## src/rtl/wfd_pkg.sv

```systemverilog
package wfd_pkg;
  typedef enum logic { PH_HUNT = 1'b0, PH_COPY = 1'b1 } wfd_phase_e;

  // Byte idx (0 = first on the wire) of an nbytes-wide address held in the low bits.
  function automatic logic [7:0] pick_byte(input logic [63:0] addr,
                                           input int unsigned nbytes,
                                           input int unsigned idx);
    return addr[(nbytes-1-idx)*8 +: 8];
  endfunction

  // Saturating increment toward limit.
  function automatic int unsigned sat_inc(input int unsigned v, input int unsigned limit);
    return (v >= limit) ? limit : v + 1;
  endfunction
endpackage

```

## src/rtl/wfd_matcher.sv

```systemverilog
module wfd_matcher
  import wfd_pkg::*;
#(
  parameter int SYNC_LEN   = 6,
  parameter int COPIES     = 16,
  parameter int ADDR_BYTES = 6
)(
  input  logic                    clk,
  input  logic                    rst_n,
  input  logic [7:0]              rx_data,
  input  logic                    rx_valid,
  input  logic                    rx_sof,
  input  logic [ADDR_BYTES*8-1:0] stn_addr,
  output logic                    found_nxt
);
  localparam int SYNC_W = $clog2(SYNC_LEN + 1);
  localparam int BYTE_W = $clog2(ADDR_BYTES);
  localparam int COPY_W = $clog2(COPIES);

  typedef struct packed {
    wfd_phase_e          ph;
    logic [SYNC_W-1:0]   sync_cnt;
    logic [BYTE_W-1:0]   bidx;
    logic [COPY_W-1:0]   cidx;
    logic                found;
  } mstate_t;

  mstate_t cur, base, nxt;
  logic [7:0] exp_byte;
  logic       sync_full, last_byte, is_ff;

  always_comb begin
    base = cur;
    if (rx_sof) base = '0;
  end

  assign sync_full = (base.sync_cnt == SYNC_W'(SYNC_LEN));
  assign exp_byte  = pick_byte(64'(stn_addr), ADDR_BYTES,
                               (base.ph == PH_COPY) ? int'(base.bidx) : 0);
  assign last_byte = (base.bidx == BYTE_W'(ADDR_BYTES-1)) && (base.cidx == COPY_W'(COPIES-1));
  assign is_ff     = (rx_data == 8'hFF);

  always_comb begin
    nxt = base;
    if (rx_valid) begin
      if (base.ph == PH_HUNT) begin
        if (sync_full && rx_data == exp_byte) begin
          nxt.ph       = PH_COPY;
          nxt.sync_cnt = '0;
          nxt.bidx     = BYTE_W'(1);
          nxt.cidx     = '0;
        end else if (is_ff) begin
          nxt.sync_cnt = SYNC_W'(sat_inc(int'(base.sync_cnt), SYNC_LEN));
        end else begin
          nxt.sync_cnt = '0;
        end
      end else if (rx_data == exp_byte) begin
        if (last_byte) begin
          nxt.found = 1'b1;
          nxt.ph    = PH_HUNT;
          nxt.bidx  = '0;
          nxt.cidx  = '0;
        end else if (base.bidx == BYTE_W'(ADDR_BYTES-1)) begin
          nxt.bidx = '0;
          nxt.cidx = base.cidx + 1'b1;
        end else begin
          nxt.bidx = base.bidx + 1'b1;
        end
      end else begin
        nxt.ph       = PH_HUNT;
        nxt.bidx     = '0;
        nxt.cidx     = '0;
        nxt.sync_cnt = is_ff ? SYNC_W'(1) : '0;
      end
    end
  end

  assign found_nxt = nxt.found;

  always_ff @(posedge clk or negedge rst_n) begin
    if (!rst_n) cur <= '0;
    else        cur <= nxt;
  end
endmodule

```

## src/rtl/wfd_status.sv

```systemverilog
module wfd_status (
  input  logic clk,
  input  logic rst_n,
  input  logic hit,
  input  logic clr_req,
  input  logic wake_en,
  output logic wake_sts,
  output logic wake_n
);
  always_ff @(posedge clk or negedge rst_n) begin
    if (!rst_n)       wake_sts <= 1'b0;
    else if (hit)     wake_sts <= 1'b1;
    else if (clr_req) wake_sts <= 1'b0;
  end

  assign wake_n = ~(wake_sts & wake_en);
endmodule

```

## src/rtl/wake_frame_detect.sv

```systemverilog
module wake_frame_detect #(
  parameter int SYNC_LEN   = 6,
  parameter int COPIES     = 16,
  parameter int ADDR_BYTES = 6
)(
  input  logic                    clk,
  input  logic                    rst_n,
  input  logic [7:0]              rx_data,
  input  logic                    rx_valid,
  input  logic                    rx_sof,
  input  logic                    rx_eof,
  input  logic                    rx_good,
  input  logic                    rx_filt_pass,
  input  logic [ADDR_BYTES*8-1:0] stn_addr,
  input  logic                    wake_en,
  input  logic                    reg_wr,
  input  logic                    reg_clr,
  output logic                    wake_sts,
  output logic                    wake_n,
  output logic                    frame_accept
);
  logic found_nxt, frame_end, hit, clr_req, accept_nxt;

  wfd_matcher #(.SYNC_LEN(SYNC_LEN), .COPIES(COPIES), .ADDR_BYTES(ADDR_BYTES)) u_match (
    .clk(clk), .rst_n(rst_n), .rx_data(rx_data), .rx_valid(rx_valid),
    .rx_sof(rx_sof), .stn_addr(stn_addr), .found_nxt(found_nxt)
  );

  assign frame_end  = rx_valid & rx_eof;
  assign hit        = frame_end & rx_good & found_nxt;
  assign clr_req    = reg_wr & reg_clr;
  assign accept_nxt = frame_end & rx_filt_pass & (~wake_en | found_nxt);

  wfd_status u_sts (
    .clk(clk), .rst_n(rst_n), .hit(hit), .clr_req(clr_req),
    .wake_en(wake_en), .wake_sts(wake_sts), .wake_n(wake_n)
  );

  always_ff @(posedge clk or negedge rst_n) begin
    if (!rst_n) frame_accept <= 1'b0;
    else        frame_accept <= accept_nxt;
  end
endmodule

```

## config.mk

```make
export PLATFORM = sky130hd
export DESIGN_NAME = wake_frame_detect
export DESIGN_NICKNAME = d
export VERILOG_FILES = /design/src/rtl/wfd_pkg.sv /design/src/rtl/wfd_matcher.sv /design/src/rtl/wfd_status.sv /design/src/rtl/wake_frame_detect.sv
export SDC_FILE = /design/constraint.sdc
export NUM_CORES = 1
export LEC_CHECK = 0
export BUFFER_PORTS_ARGS = -buffer_cell sky130_fd_sc_hd__buf_2
export CORE_ASPECT_RATIO = 1.2
export CORE_MARGIN = 3
export CORE_UTILIZATION = 33
export CTS_CLUSTER_DIAMETER = 100
export DETAILED_ROUTE_END_ITERATION = 8
export SYNTH_ARGS = -nofsm -noshare
export SYNTH_HDL_FRONTEND = slang
export SYNTH_HIERARCHICAL = 1
export SYNTH_SLANG_ARGS = --single-unit
```

## constraint.sdc

```tcl
create_clock -name clk -period 4.9 [get_ports clk]
set_input_delay 0 -clock clk [delete_from_list [all_inputs] [get_ports clk]]
set_output_delay 0 -clock clk [all_outputs]
set_load 0.03 [all_outputs]
```

Word level (Yosys, flattened, before mapping). Cells that the tools add are included.

Register bits: 14. Bits of input ports: 66. Output and inout port bits: 3. Word-level logic and storage cells: 53.

Add/sub/neg operators: 4. $lt $le $gt $ge: 1. Equality and inequality tests: 5. Shift operators: 1. Multiplexer cells: 22. Bitwise gates (word level): 10. Reduce and logical (&&, ||, !) cells: 3.

Operators by type and width (number): $shiftx 64x33->8 (1); $sub 3x29->29 const A (1); $mux 12 (2); $mux 7 (3); $mux 3 (6); $mux 11 (1); $mux 1 (9); $eq 8x8->1 (1); $eq 8x8->1 const B (1); $and 1x1->1 (7); $add 3x1->3 const B (2); $eq 3x3->1 const B (2); $add 4x1->4 const B (1); $eq 4x4->1 const B (1); $mux 4 (1); $ge 3x3->1 const B (1); $logic_and 1x1->1 (2); $not 1->1 (2); $reduce_bool 2->1 (1); $or 1x1->1 (1).

Depth between registers and ports, before layout.
Depth after elaboration: 11. Depth in mapped cells: 17. Depth with buffers taken out: 15.

Cells and area by module. Netlist, hierarchy kept.

Modules (own cells, without submodules): wfd_matcher (instances 1, cells an instance 185, area each 1605.3 um^2, seq. area each 300.3 um^2); wake_frame_detect (instances 1, cells an instance 6, area each 57.6 um^2, seq. area each 25.0 um^2); wfd_status (instances 1, cells an instance 4, area each 40.0 um^2, seq. area each 25.0 um^2).

Least setup slack after synthesis. No wires, ideal clock.

Path type: flip-flop to flip-flop. Start: reg u_match/cur[11] (netlist name). End: reg u_sts.wake_sts. Library setup time: 64 ps. Arrival: 3642 ps. Data required time: 4836 ps. Slack: 1193 ps. Cell stages (with the launch flop): 18. Path buffers: 3. Period minus slack after synthesis: 3707 ps. Cell sequence: dfrtp_1 nor2b_1 nand2_1 inv_1 buf_2 ha_1 clkbuf_1 buf_1 mux4_2 a2bb2oi_1 a31oi_1 o311ai_2 o2111ai_4 nor2_1 nand2_1 o2bb2ai_1 and4_1 a21o_1.

Longest elaborated chain between the ends: 10. Elaborated cells between the ends (all ways): 11. Classes of those cells: add/sub: 1; eq/ne: 1; shift: 1; mux: 6; bitwise: 1; reduce/logical: 1.

Ends and longest elaborated chain: start, declared (line wfd_matcher.sv:28) `mstate_t cur, base, nxt;`; start signal, assigned (line wfd_matcher.sv:82) `else cur <= nxt;`; $mux 12 * (line wfd_matcher.sv:34) `if (rx_sof) base = '0;`; $mux 3 (line wfd_matcher.sv:39) `(base.ph == PH_COPY) ? int'(base.bidx) : 0);`; $sub 3x29->29 (line wfd_pkg.sv:8) `return addr[(nbytes-1-idx)*8 +: 8];`; $shiftx 64x33->8 (line wfd_pkg.sv:8); $eq 8x8->1 (line wfd_matcher.sv:57) `end else if (rx_data == exp_byte) begin`; $mux 1 (line wfd_matcher.sv:57); $mux 1 * (line wfd_matcher.sv:46) `if (base.ph == PH_HUNT) begin`; $mux 12 * (line wfd_matcher.sv:45) `if (rx_valid) begin`; net found_nxt (line wake_frame_detect.sv:22) `logic found_nxt, frame_end, hit, clr_req, accept_nxt;`; $and 1x1->1 * (line wake_frame_detect.sv:30) `assign hit = frame_end & rx_good & found_nxt;`; net hit (line wake_frame_detect.sv:22); $mux 1 or $reduce_bool 2->1 (tied branches); end signal, assigned (line wfd_status.sv:11) `if (!rst_n) wake_sts <= 1'b0;`; end signal, assigned (line wfd_status.sv:12) `else if (hit) wake_sts <= 1'b1;`; end signal, assigned (line wfd_status.sv:13) `else if (clr_req) wake_sts <= 1'b0;`; end, declared (line wfd_status.sv:7) `output logic wake_sts,`.

The timed path passes the listed nets; every way through them passes the cells marked *. A chain may end at the register's enable or synchronous reset.

Final worst setup path.
Start: reg u_match/cur[11] (netlist name). End: reg frame_accept.

Longest elaborated chain between the ends: 10.

Ends and longest elaborated chain: $mux 12 * (line wfd_matcher.sv:34); $mux 3 (line wfd_matcher.sv:39); $sub 3x29->29 (line wfd_pkg.sv:8); $shiftx 64x33->8 (line wfd_pkg.sv:8); $eq 8x8->1 (line wfd_matcher.sv:57); $mux 1 (line wfd_matcher.sv:57); $mux 1 * (line wfd_matcher.sv:46); $mux 12 * (line wfd_matcher.sv:45); net found_nxt (line wake_frame_detect.sv:22); $or 1x1->1 * (line wake_frame_detect.sv:32) `assign accept_nxt = frame_end & rx_filt_pass & (~wake_en | found_nxt);`; $and 1x1->1 * (line wake_frame_detect.sv:32); net accept_nxt (line wake_frame_detect.sv:22); end signal, assigned (line wake_frame_detect.sv:41) `else frame_accept <= accept_nxt;`; end, declared (line wake_frame_detect.sv:20) `output logic frame_accept`.

Marked as above.

==> flow_summary.yaml <==
yosys:
  synth.cells.most_frequent: "21 x nand2_1, 15 x inv_1, 14 x dfrtp_1"
  syn_inst: 195
  synth-async-reset-ratio: 1.000
  syn-cell-area_um2: 1703
  synth.largest_area_cell: "dfrtp_1"
  synthTopCellsByArea: "dfrtp_1 21%, mux4_2 6.6%, mux2i_1 4.7%, mux4_1 4.6%, nand2_1 4.6%"
  yosysUniqueCellTypes: 60
  ys_seq_area_frac: 0.2057
  synth_edf_count: 0
  ys_seq_elements: 14
  synthesis.nets: 265
  yosysWarnings: 6
  synth_top_area_frac: 0.2057
  synth_ff_type: "dfrtp_1"
  syn_avg_cell_area_um2: 8.733
  synth_most_common_cell: "nand2_1"
routing:
  totalWireLength_um: 4873
  first_pass_iters: 4
  drc_errors: 0
  ant_nets: 0
  viasPerCell: 5.616
  wl_per_cell_um: 15.09
  drtIter0Drc: 61
  num_vias: 1814
setup_path:
  cp.required_ns: 5.08
  rrSetupSlack_ns: 0.52
  ff2ff_path_depth: 15
  critPathLaunchType: "flip-flop"
  r2r-end: "frame_accept"
  critical_path_class: "reg2reg"
  arrival_ns: 4.56
  crit_fanout: 17
  r2r-start: "u_match/cur[11]"
  crit_path_end_kind: "flip-flop"
timing:
  rsz0062_at_grt: "no"
  setup_viol: 0
  tightest_slew_ns: 0.5535
  fmax_ghz: 0.2281
  fin_crit_ns: 4.384
  maxSlewHeadroom: 0.6310
  finalCritPeriodShare: 0.8947
  hold_violations: 0
  tns_ns: 0
  maxSlewViolCount: 0
  skew_ns: 0.009486
placement:
  portBuffers: 68
  place_congestion: 0.8637
  hpwl_um: 3854
hold_path:
  min_to: "u_match/cur[5]"
  hp-start: "rx_sof"
  min_path_type: "in2reg"
  hold_path_depth: 2
global_route:
  grt_pass1_vias: 1840
  grt_max_degree: 19
  antenna_found_initial: 0
  globalRouteOverflowTotal: 0
  grt_pass1_wl_um: 7941
  grtUsageTotal: 0.1595
cells_and_area:
  layout-drive-gt1-share: 0.3688
  antenna_cells: 0
  num-fill-cells: 512
  areaGrowthSynthToFinish_pct: 26.75
  nets: 334
  final_util: 0.4339
outcome:
  outcome: "finished clean"
floorplan:
  initial_utilization: 0.3423
  die_w_um: 71.58
  core_area_um2: 4975
  dieHeight_um: 84.69
  io_pins: 69
  die_area_um2: 6062
  fp-row-count: 28
clock_tree:
  clk_latency_ns: 0.25
  clk_pin_slew_worst_paths_ns: 0.06
  cts.sinks: 14
  cts_tree: "built"
  clk_path_buf_depth: 2
  numCtsBuffers: 3
  post_cts_buffers: 0
  cts_htree_levels: 1
  clockRootBuffer: "clkbuf_8"
pwr:
  power_switching_uw: 74.60
  p_clk_frac: 0.376
  swShare: 0.2491
  p_comb_frac: 0.237
  powerDensity_nw_per_um2: 138.8
  ir_drop_uv: 123.4
  p_leak_nw: 0.9432
  pwr-share-seq: 0.387
  internal_power_uw: 224.9
job:
  maxCapViolCount: 0
[kinds of logic (layout without fill, tap and decap cells)]
| group | after synthesis | after routing | synth area share |
|---|---|---|---|
| DFF | 14 | 14 | 0.2057 |
| buffers and inverters | 26 | 94 | 0.07788 |
| adders and majority gates | 4 | 4 | 0.02939 |
| xor gates and xnor gates | 4 | 4 | 0.02058 |
| and+or+nand+nor | 70 | 70 | 0.2153 |
| muxes | 19 | 19 | 0.1793 |
| AOI/OAI and AO/OA | 58 | 58 | 0.2719 |
[cell usage in the layout (no fill, tap or decap), types with 5 or more instances in the layout]
| master | count |
|---|---|
| o2bb2ai_1 | 5 |
| o21ai_0 | 10 |
| mux2i_1 | 8 |
| a21oi_1 | 10 |
| dfrtp_1 | 14 |
| buf_2 | 68 |
| inv_1 | 15 |
| mux4_2 | 5 |
| nand3_1 | 11 |
| nand2_1 | 20 |
| nor2_1 | 13 |
[worst max-delay path by stage]
stage	start	endpoint	slack, ns
floorplan	u_match/cur[11]	u_sts/wake_sts	1.19
global placement	u_match/cur[11]	u_sts/wake_sts	0.82
detailed placement	u_match/cur[11]	u_sts/wake_sts	0.62
CTS	u_match/cur[11]	frame_accept	0.16
global route	u_match/cur[11]	frame_accept	0.14
finish	u_match/cur[11]	frame_accept	0.52
[state kept, by name (all words and copies together), names as in the netlist]
name and count:
frame_accept 1, u_match/cur 12, u_sts/wake_sts 1
[repair_timing]
item	4_1_cts	5_1_grt
hold buffers	3	0
endpoints found under the setup margin	0	1
endpoints found under the hold margin	15	0
resized for setup	0	2
[layout make-up]
type	count	area, um^2	share of cell area
Multi-Input combinational cell	155	1225	0.5675
Timing Repair Buffer	74	392.9	0.1820
Sequential cell	14	350.3	0.1623
Tap cell	60	75.07	0.03478
Inverter	16	60.06	0.02783
Clock buffer	4	55.05	0.02551
[through the flow]
step | total power [mW] | setup WS, ns | cells | hold WS, ns | cell area [um^2]
after floorplan | 0.1501 | 1.193 | 195 | -0.2956 | 1703
after global placement | 0.1870 | 0.8196 | 316 | -0.08345 | 2068
after detailed placement | 0.1875 | 0.6168 | 316 | -0.08968 | 2068
after CTS | 0.3024 | 0.1627 | 323 | 0.1088 | 2153
after global routing | 0.3132 | 0.1446 | 323 | 0.1440 | 2158
final | 0.2995 | 0.5159 | 323 | 0.1109 | 2158
[power by group through the flow]
stage	clock (mW)	sequential (mW)	combinational, mW
floorplan	0	0.118	0.0316
global placement	0	0.118	0.0690
detailed placement	0	0.118	0.0694
CTS	0.115	0.116	0.0716
global route	0.119	0.116	0.0782
finish	0.112	0.116	0.0711
[layer usage]
| layer | GRT usage | vias up | wire, um |
|---|---|---|---|
| li1 | - | 884 | - |
| met4 | 0.03419 | 0 | 15 |
| met2 | 0.3027 | 67 | 2532 |
| met1 | 0.1873 | 861 | 1977 |
| met3 | 0.01916 | 2 | 348 |
| met5 | 0 | - | 0 |
[worst max-delay path, stage by stage (launching register included)]
cell,delay (ns)
dfrtp_1,0.44
nor2b_1,0.19
nand2_2,0.25
inv_1,0.10
ha_2,0.57
nand2_1,0.23
a2bb2oi_1,0.22
a2111o_1,0.41
o221ai_1,0.28
o2111ai_4,0.26
nor2_1,0.27
nand2_1,0.13
o2bb2ai_1,0.22
inv_1,0.08
a21oi_2,0.11
dlygate4sd3_1,0.55
Note: power is estimated with default switching activity, not from simulation.
